==> src/rtl/mmfifo_pkg.sv <==
// Package: register addresses and bit positions shared by the FIFO port.
// Assumes a 3-bit register address bus.
package mmfifo_pkg;
    localparam int REG_AW = 3;

    localparam logic [REG_AW-1:0] A_DATA = 3'd0;
    localparam logic [REG_AW-1:0] A_STAT = 3'd1;
    localparam logic [REG_AW-1:0] A_CTRL = 3'd2;
    localparam logic [REG_AW-1:0] A_USED = 3'd3;
    localparam logic [REG_AW-1:0] A_FREE = 3'd4;

    localparam int ST_EMPTY = 0;
    localparam int ST_FULL  = 1;
    localparam int ST_ERR   = 2;

    localparam int CT_IRQ   = 0;
    localparam int CT_STALL = 1;

    typedef struct packed {
        logic stall_en;
        logic irq_en;
    } ctrl_t;
endpackage

==> src/rtl/mmfifo_store.sv <==
// Module: FIFO storage model with a narrow used-words bus and a full flag,
// in the manner of a typical FIFO macro.
// Assumes: the caller never pushes while full and never pops while empty.
// The head word is visible combinationally (show-ahead).
module mmfifo_store #(
    parameter int DW    = 32,
    parameter int AW    = 4,
    parameter int SHORT = 0
) (
    input  logic          clk,
    input  logic          rst_n,
    input  logic          push,
    input  logic [DW-1:0] wdata,
    input  logic          pop,
    output logic [DW-1:0] head,
    output logic [AW-1:0] usedw,
    output logic          full,
    output logic          empty
);
    localparam int DEPTH = 1 << AW;
    localparam int CW    = AW + 1;
    localparam logic [CW-1:0] CAP = CW'(DEPTH - SHORT);

    logic [AW-1:0]       wp_q, rp_q;
    logic [CW-1:0]       cnt_q;
    logic [DEPTH*DW-1:0] flat;

    // One storage word per slot, written when the write pointer selects it.
    for (genvar g = 0; g < DEPTH; g++) begin : g_slot
        logic [DW-1:0] word_q;
        always_ff @(posedge clk) begin
            if (push && wp_q == AW'(g)) word_q <= wdata;
        end
        assign flat[g*DW +: DW] = word_q;
    end

    // Pointers and occupancy count.
    always_ff @(posedge clk) begin
        if (!rst_n) begin
            wp_q  <= '0;
            rp_q  <= '0;
            cnt_q <= '0;
        end else begin
            if (push) wp_q <= wp_q + 1'b1;
            if (pop)  rp_q <= rp_q + 1'b1;
            case ({push, pop})
                2'b10:   cnt_q <= cnt_q + 1'b1;
                2'b01:   cnt_q <= cnt_q - 1'b1;
                default: cnt_q <= cnt_q;
            endcase
        end
    end

    assign head  = flat[rp_q*DW +: DW];
    assign usedw = cnt_q[AW-1:0];
    assign full  = (cnt_q == CAP);
    assign empty = (cnt_q == '0);

    AST_NO_PUSH_FULL:  assert property (@(posedge clk) disable iff (!rst_n) push |-> !full);
    AST_NO_POP_EMPTY:  assert property (@(posedge clk) disable iff (!rst_n) pop |-> !empty);
    AST_COUNT_BOUND:   assert property (@(posedge clk) disable iff (!rst_n) cnt_q <= CAP);
    AST_FLAGS_EXCL:    assert property (@(posedge clk) disable iff (!rst_n) !(full && empty));
endmodule

==> src/rtl/mmfifo_level.sv <==
// Module: forms the exact used count and the free-slot count from the
// FIFO's narrow used-words bus and its full flag.
// Assumes: with SHORT = 0 the narrow bus wraps to zero at full. With
// SHORT = 1 it never wraps, so the full flag must not be added.
module mmfifo_level #(
    parameter int AW    = 4,
    parameter int SHORT = 0
) (
    input  logic [AW-1:0] usedw,
    input  logic          full,
    output logic [AW:0]   used,
    output logic [AW:0]   free
);
    localparam int CW = AW + 1;
    localparam logic [CW-1:0] CAP = CW'((1 << AW) - SHORT);
    localparam logic FULL_AS_MSB  = (SHORT == 0);

    // Full flag goes above the narrow bus only when capacity is a power of two.
    always_comb begin
        used = {full & FULL_AS_MSB, usedw};
        free = CAP - used;
    end
endmodule

==> src/rtl/mmfifo_regs.sv <==
// Module: bus register file and access control for the FIFO port.
// Decodes the address, generates push/pop requests and the stall, keeps
// the control word and the sticky error flag, and registers read data.
// Assumes a single-cycle bus: an access is accepted in any cycle with
// select and read or write high and bus_wait low.
module mmfifo_regs
    import mmfifo_pkg::*;
#(
    parameter int DW        = 32,
    parameter int AW        = 4,
    parameter int WRITE_DIR = 0
) (
    input  logic              clk,
    input  logic              rst_n,
    input  logic              cs,
    input  logic              rd,
    input  logic              wr,
    input  logic [REG_AW-1:0] addr,
    input  logic [DW-1:0]     wdata,
    input  logic [DW-1:0]     head,
    input  logic              empty,
    input  logic              full,
    input  logic [AW:0]       used,
    input  logic [AW:0]       free,
    output logic [DW-1:0]     rdata,
    output logic              bus_wait,
    output logic              bus_pop,
    output logic              bus_push,
    output logic              irq
);
    localparam logic IS_WR = (WRITE_DIR != 0);

    ctrl_t         ctrl_q;
    logic          err_q;
    logic [DW-1:0] rdata_q;
    logic          data_sel, rd_acc, wr_acc, under, over, err_clr;

    // Stall and acceptance decode.
    always_comb begin
        data_sel = cs && addr == A_DATA;
        bus_wait = ctrl_q.stall_en && data_sel &&
                   ((!IS_WR && rd && empty) || (IS_WR && wr && full));
        rd_acc   = cs && rd && !bus_wait;
        wr_acc   = cs && wr && !bus_wait;
        bus_pop  = !IS_WR && rd_acc && data_sel && !empty;
        bus_push =  IS_WR && wr_acc && data_sel && !full;
        under    = !IS_WR && rd_acc && data_sel && empty;
        over     =  IS_WR && wr_acc && data_sel && full;
        err_clr  = wr_acc && addr == A_STAT && wdata[ST_ERR];
    end

    // Control word and sticky error flag (a set wins over a clear).
    always_ff @(posedge clk) begin
        if (!rst_n) begin
            ctrl_q <= '0;
            err_q  <= 1'b0;
        end else begin
            if (wr_acc && addr == A_CTRL) begin
                ctrl_q.irq_en   <= wdata[CT_IRQ];
                ctrl_q.stall_en <= wdata[CT_STALL];
            end
            if (under || over)  err_q <= 1'b1;
            else if (err_clr)   err_q <= 1'b0;
        end
    end

    // Registered read data, one cycle after acceptance.
    always_ff @(posedge clk) begin
        if (!rst_n) begin
            rdata_q <= '0;
        end else if (rd_acc) begin
            case (addr)
                A_DATA:  rdata_q <= bus_pop ? head : '0;
                A_STAT:  rdata_q <= DW'({err_q, full, empty});
                A_CTRL:  rdata_q <= DW'(ctrl_q);
                A_USED:  rdata_q <= DW'(used);
                A_FREE:  rdata_q <= DW'(free);
                default: rdata_q <= '0;
            endcase
        end
    end

    assign rdata = rdata_q;
    assign irq   = ctrl_q.irq_en && (IS_WR ? !full : !empty);

    AST_WAIT_NEEDS_STALL: assert property (@(posedge clk) disable iff (!rst_n)
        bus_wait |-> ctrl_q.stall_en);
    AST_ERR_STICKY: assert property (@(posedge clk) disable iff (!rst_n)
        (err_q && !err_clr) |=> err_q);
    AST_NO_WAIT_OFF_DATA: assert property (@(posedge clk) disable iff (!rst_n)
        (cs && addr != A_DATA) |-> !bus_wait);
endmodule

==> src/rtl/mmfifo_port.sv <==
// Module: top of the memory-mapped FIFO port.
// Connects the register file, the level logic and the FIFO model. The
// FIFO is fed from the bus on the write side (WRITE_DIR = 1) or from the
// far side on the read side (WRITE_DIR = 0).
// Assumes: DATA_W is wider than ADDR_W + 1 so that the counts fit in a word.
module mmfifo_port
    import mmfifo_pkg::*;
#(
    parameter int DATA_W       = 32,
    parameter int ADDR_W       = 4,
    parameter int SHORT_BY_ONE = 0,
    parameter int WRITE_DIR    = 0
) (
    input  logic              clk,
    input  logic              rst_n,
    input  logic              bus_cs,
    input  logic              bus_rd,
    input  logic              bus_wr,
    input  logic [2:0]        bus_addr,
    input  logic [DATA_W-1:0] bus_wdata,
    output logic [DATA_W-1:0] bus_rdata,
    output logic              bus_wait,
    output logic              irq,
    output logic              fifo_wrreq,
    output logic              fifo_rdreq,
    input  logic              far_push,
    input  logic [DATA_W-1:0] far_wdata,
    input  logic              far_pop,
    output logic [DATA_W-1:0] far_rdata
);
    localparam logic IS_WR = (WRITE_DIR != 0);

    logic [DATA_W-1:0] head, st_wdata;
    logic [ADDR_W-1:0] usedw;
    logic [ADDR_W:0]   used, free;
    logic              full, empty, bus_pop, bus_push, push, pop;

    // Route the push/pop sources by direction; far-side requests are gated by the flags.
    always_comb begin
        push     = IS_WR ? bus_push : (far_push && !full);
        pop      = IS_WR ? (far_pop && !empty) : bus_pop;
        st_wdata = IS_WR ? bus_wdata : far_wdata;
    end

    mmfifo_store #(.DW(DATA_W), .AW(ADDR_W), .SHORT(SHORT_BY_ONE)) store_i (
        .clk(clk), .rst_n(rst_n), .push(push), .wdata(st_wdata), .pop(pop),
        .head(head), .usedw(usedw), .full(full), .empty(empty)
    );

    mmfifo_level #(.AW(ADDR_W), .SHORT(SHORT_BY_ONE)) level_i (
        .usedw(usedw), .full(full), .used(used), .free(free)
    );

    mmfifo_regs #(.DW(DATA_W), .AW(ADDR_W), .WRITE_DIR(WRITE_DIR)) regs_i (
        .clk(clk), .rst_n(rst_n), .cs(bus_cs), .rd(bus_rd), .wr(bus_wr),
        .addr(bus_addr), .wdata(bus_wdata), .head(head), .empty(empty),
        .full(full), .used(used), .free(free), .rdata(bus_rdata),
        .bus_wait(bus_wait), .bus_pop(bus_pop), .bus_push(bus_push), .irq(irq)
    );

    assign fifo_wrreq = push;
    assign fifo_rdreq = pop;
    assign far_rdata  = head;

    AST_STROBE_EXCL_BUS: assert property (@(posedge clk) disable iff (!rst_n)
        !(bus_pop && bus_push));
endmodule

==> config.mk <==
export PLATFORM = sky130hd
export DESIGN_NAME = mmfifo_port
export DESIGN_NICKNAME = d
export VERILOG_FILES = /design/src/rtl/mmfifo_pkg.sv /design/src/rtl/mmfifo_store.sv /design/src/rtl/mmfifo_level.sv /design/src/rtl/mmfifo_regs.sv /design/src/rtl/mmfifo_port.sv
export SDC_FILE = /design/constraint.sdc
export NUM_CORES = 1
export LEC_CHECK = 0
export ABC_CLOCK_PERIOD_IN_PS = 6800
export BUFFER_PORTS_ARGS = -buffer_cell sky130_fd_sc_hd__buf_2
export CORE_UTILIZATION = 50
export CTS_CLUSTER_DIAMETER = 30
export CTS_CLUSTER_SIZE = 24
export DETAILED_ROUTE_END_ITERATION = 8
export PLACE_DENSITY = 0.73
export SYNTH_ARGS = -nofsm -noshare
export SYNTH_HDL_FRONTEND = slang
export SYNTH_SLANG_ARGS = --single-unit
==> constraint.sdc <==
create_clock -name clk -period 6.8 [get_ports clk]
set_input_delay 0 -clock clk [delete_from_list [all_inputs] [get_ports clk]]
set_output_delay 0 -clock clk [all_outputs]
set_load 0.05 [all_outputs]
==> run_results.csv <==
group,metric,value,unit
outcome,status,"completed",
synth,syn-num-nets,1105,
synth,synthArstFlopShare,0,%
setup_path,cp.arrival,3.45,ns
synth,synth_area,0.02136,mm^2
sta,maxSlewViolCount,0,
routing,wirelength,48340,um
synth,synth_seq_cells,560,
synth,ys_types,44,
placed_design,gp_congestion,0.8345,
placed_design,dp_hpwl,22120,um
routing,first_pass_iters,5,
clocking,ctsHoldBuffers,49,
sta,setup_viol,0,
final_layout,regArea,0.01634,mm^2
clocking,cts-buffers-inserted,104,
setup_path,cp-end-kind,"primary output",
sta,tightest_slew,1.205,ns
setup_path,cp-start-kind,"register",
synth,netlist_instances,1022,
synth,seq_area_frac_synth,76.47,%
clocking,postCtsSetupBuffers,0,
power,power.leakage,8.946,nW
global_routing,grt_pass1_vias,11576,
routing,wl_per_cell,25.70,um
global_routing,antenna_found_initial,2,
routing,drc,0,
placed_design,dp_cells,1632,
synth,synth-edff-count,512,
setup_path,worstSetupPathType,"reg -> out",
sta,fin_crit_sh,50.73,%
floorplanning,ioPinCount,142,
clocking,insertion_delay,0.63,ns
clocking,root_buffer,"clkbuf_16",
floorplanning,dieArea,0.04356,mm^2
synth,synth_warnings,0,
setup_path,max_stage_delay,0.73,ns
floorplanning,coreArea,0.04204,mm^2
clocking,cts_buffer_depth,3,
power,power_density,346.3,mW/mm^2
sta,setup_tns,0,ns
routing,postRouteAntennaNets,0,
final_layout,area_delta_synth_final,24.87,%
setup_path,crit_chain,"buf_12 > mux4_2 > a22oi_1 > nand2_1 > buf_2",
synth,synth.avg_cell_area,20.90,um^2
floorplanning,start_util,50.82,%
sta,fin_skew,0.02991,ns
setup_path,required,6.80,ns
power,finalPower,9.239,mW
final_layout,final_common_cell,"edfxtp_1",
placed_design,io_buffers,111,
setup_path,crit_slowest_cell,"dfxtp_4",
setup_path,crit_fanout,103,
clocking,post_cts_resized,0,
final_layout,final_cell_mix,"512 x edfxtp_1, 128 x mux4_2, 111 x buf_2",
sta,period_minus_slack,3.450,ns
floorplanning,fp.dieH,208.7,um
synth,synth_ff_type,"edfxtp_1",
min_path,hold_path_class,"in -> reg",
final_layout,fillers,2730,
clocking,cts_tree,"done",
routing,routed_via_density,5.940,
final_layout,final_cell_count_no_fill,1881,
sta,hold_viol_final,0,
global_routing,grt_pass1_wl,71410,um
sta,rsz0062_at_grt,"false",
routing,drt_iter0_markers,986,
global_routing,grt_max_degree,104,
power,peakVddDrop,233.8,uV
final_layout,nNetsFinal,1331,
final_layout,layout-drive-gt1-share,34.55,%
clocking,clock-sinks,560,
sta,max_freq,289.9,MHz
job,drv_cap,0,
sta,slew_headroom,19.52,%
clocking,clkTransAtPathRegs,0.05,ns
final_layout,multi_input_area,0.004837,mm^2
floorplanning,dieWidth,208.7,um
global_routing,track_usage,22.49,%
clocking,htree_levels,3,
global_routing,grt_overflow,0,
floorplanning,num_rows,75,
routing,vias,11173,
## registers in the layout, summed over array words and instances (netlist names)
name	count
store_i.g_slot.word_q	512
store_i.cnt_q	5
store_i.wp_q	4
regs_i.ctrl_q	2
regs_i.rdata	32
regs_i.err_q	1
store_i.rp_q	4
## cell type report
cell class	instances	area share, %
inverter	8	0.1126
clock inverter	72	2.880
timing repair buffer	180	4.531
multi-input combinational	394	18.13
clock buffer	126	10.53
antenna	2	0.01876
tap	539	2.528
sequential	560	61.27
## worst max-delay path, delay by kind of cell, from the launching register on
family | cells | cell delay, ns
mux | 1 | 0.64
flops | 1 | 0.73
compound gates | 1 | 0.28
simple gates | 1 | 0.15
buf+inv | 2 | 0.91
## through the flow
stage	setup slack [ns]	util [%]	hold slack, ns	area, um^2
after global routing	3.101	63.45	0.2987	26670
after detailed placement	3.712	53.76	0.2788	22600
after floorplan	2.195	-	0.08631	21360
after CTS	3.237	63.44	0.2526	26670
final	3.350	63.45	0.2891	26680
after global placement	3.719	53.76	0.2639	22600
## synth_stat cells (all sizes together), types with 9 or more instances
master | count | area share (%)
a22o | 27 | 1.1
a22oi | 62 | 2.2
and2 | 11 | 0.32
buf | 34 | 0.96
clkbuf | 26 | 0.46
dfxtp | 48 | 4.5
edfxtp | 512 | 72
ha | 9 | 0.53
mux4 | 128 | 13
nand2 | 48 | 0.84
nor2 | 17 | 0.30
nor2b | 11 | 0.32
o21ai | 10 | 0.23
## metal layers
layer	vias up	wire length [um]	GRT usage (%)	part of all wire [%]
met5	-	0	0	0
met4	0	1051	7.835	2.2
met3	89	3184	4.524	6.6
met2	510	24210	37.37	50
met1	5822	19900	29.79	41
li1	4752	-	-	-
## worst paths after layout
check	start	to	slack, ns	cells past startpoint
max	store_i.rp_q[0]$_SDFFE_PN0N_	far_rdata[22]	3.35	5
min	far_wdata[11]	store_i.g_slot[13].word_q[11]$_DFFE_PP_	0.29	2
max reg2reg	store_i.cnt_q[1]$_SDFFE_PN0P_	store_i.g_slot[15].word_q[2]$_DFFE_PP_	3.65	6
min reg2reg	regs_i.rdata[5]$_SDFFE_PN0N_	regs_i.rdata[5]$_SDFFE_PN0N_	0.46	1
## cell families after synthesis
family / Yosys count / share of synthesized area, %
simple gates: 116 / 2.823
flops: 560 / 76.47
mux: 136 / 13.87
fa+ha+maj: 9 / 0.5271
compound gates: 122 / 4.305
xor+xnor: 11 / 0.4510
buf+inv: 68 / 1.558
## power breakdown
| group | total [mW] | switching (mW) | leakage (nW) | internal, mW |
|---|---|---|---|---|
| Combinational | 0.304 | 0.210 | 2.22 | 0.0947 |
| Sequential | 3.82 | 0.0166 | 5.01 | 3.81 |
| Clock | 5.11 | 1.77 | 1.72 | 3.34 |
| Total | 9.24 | 1.99 | 8.95 | 7.25 |
Note: power is estimated with default switching activity, not from simulation.
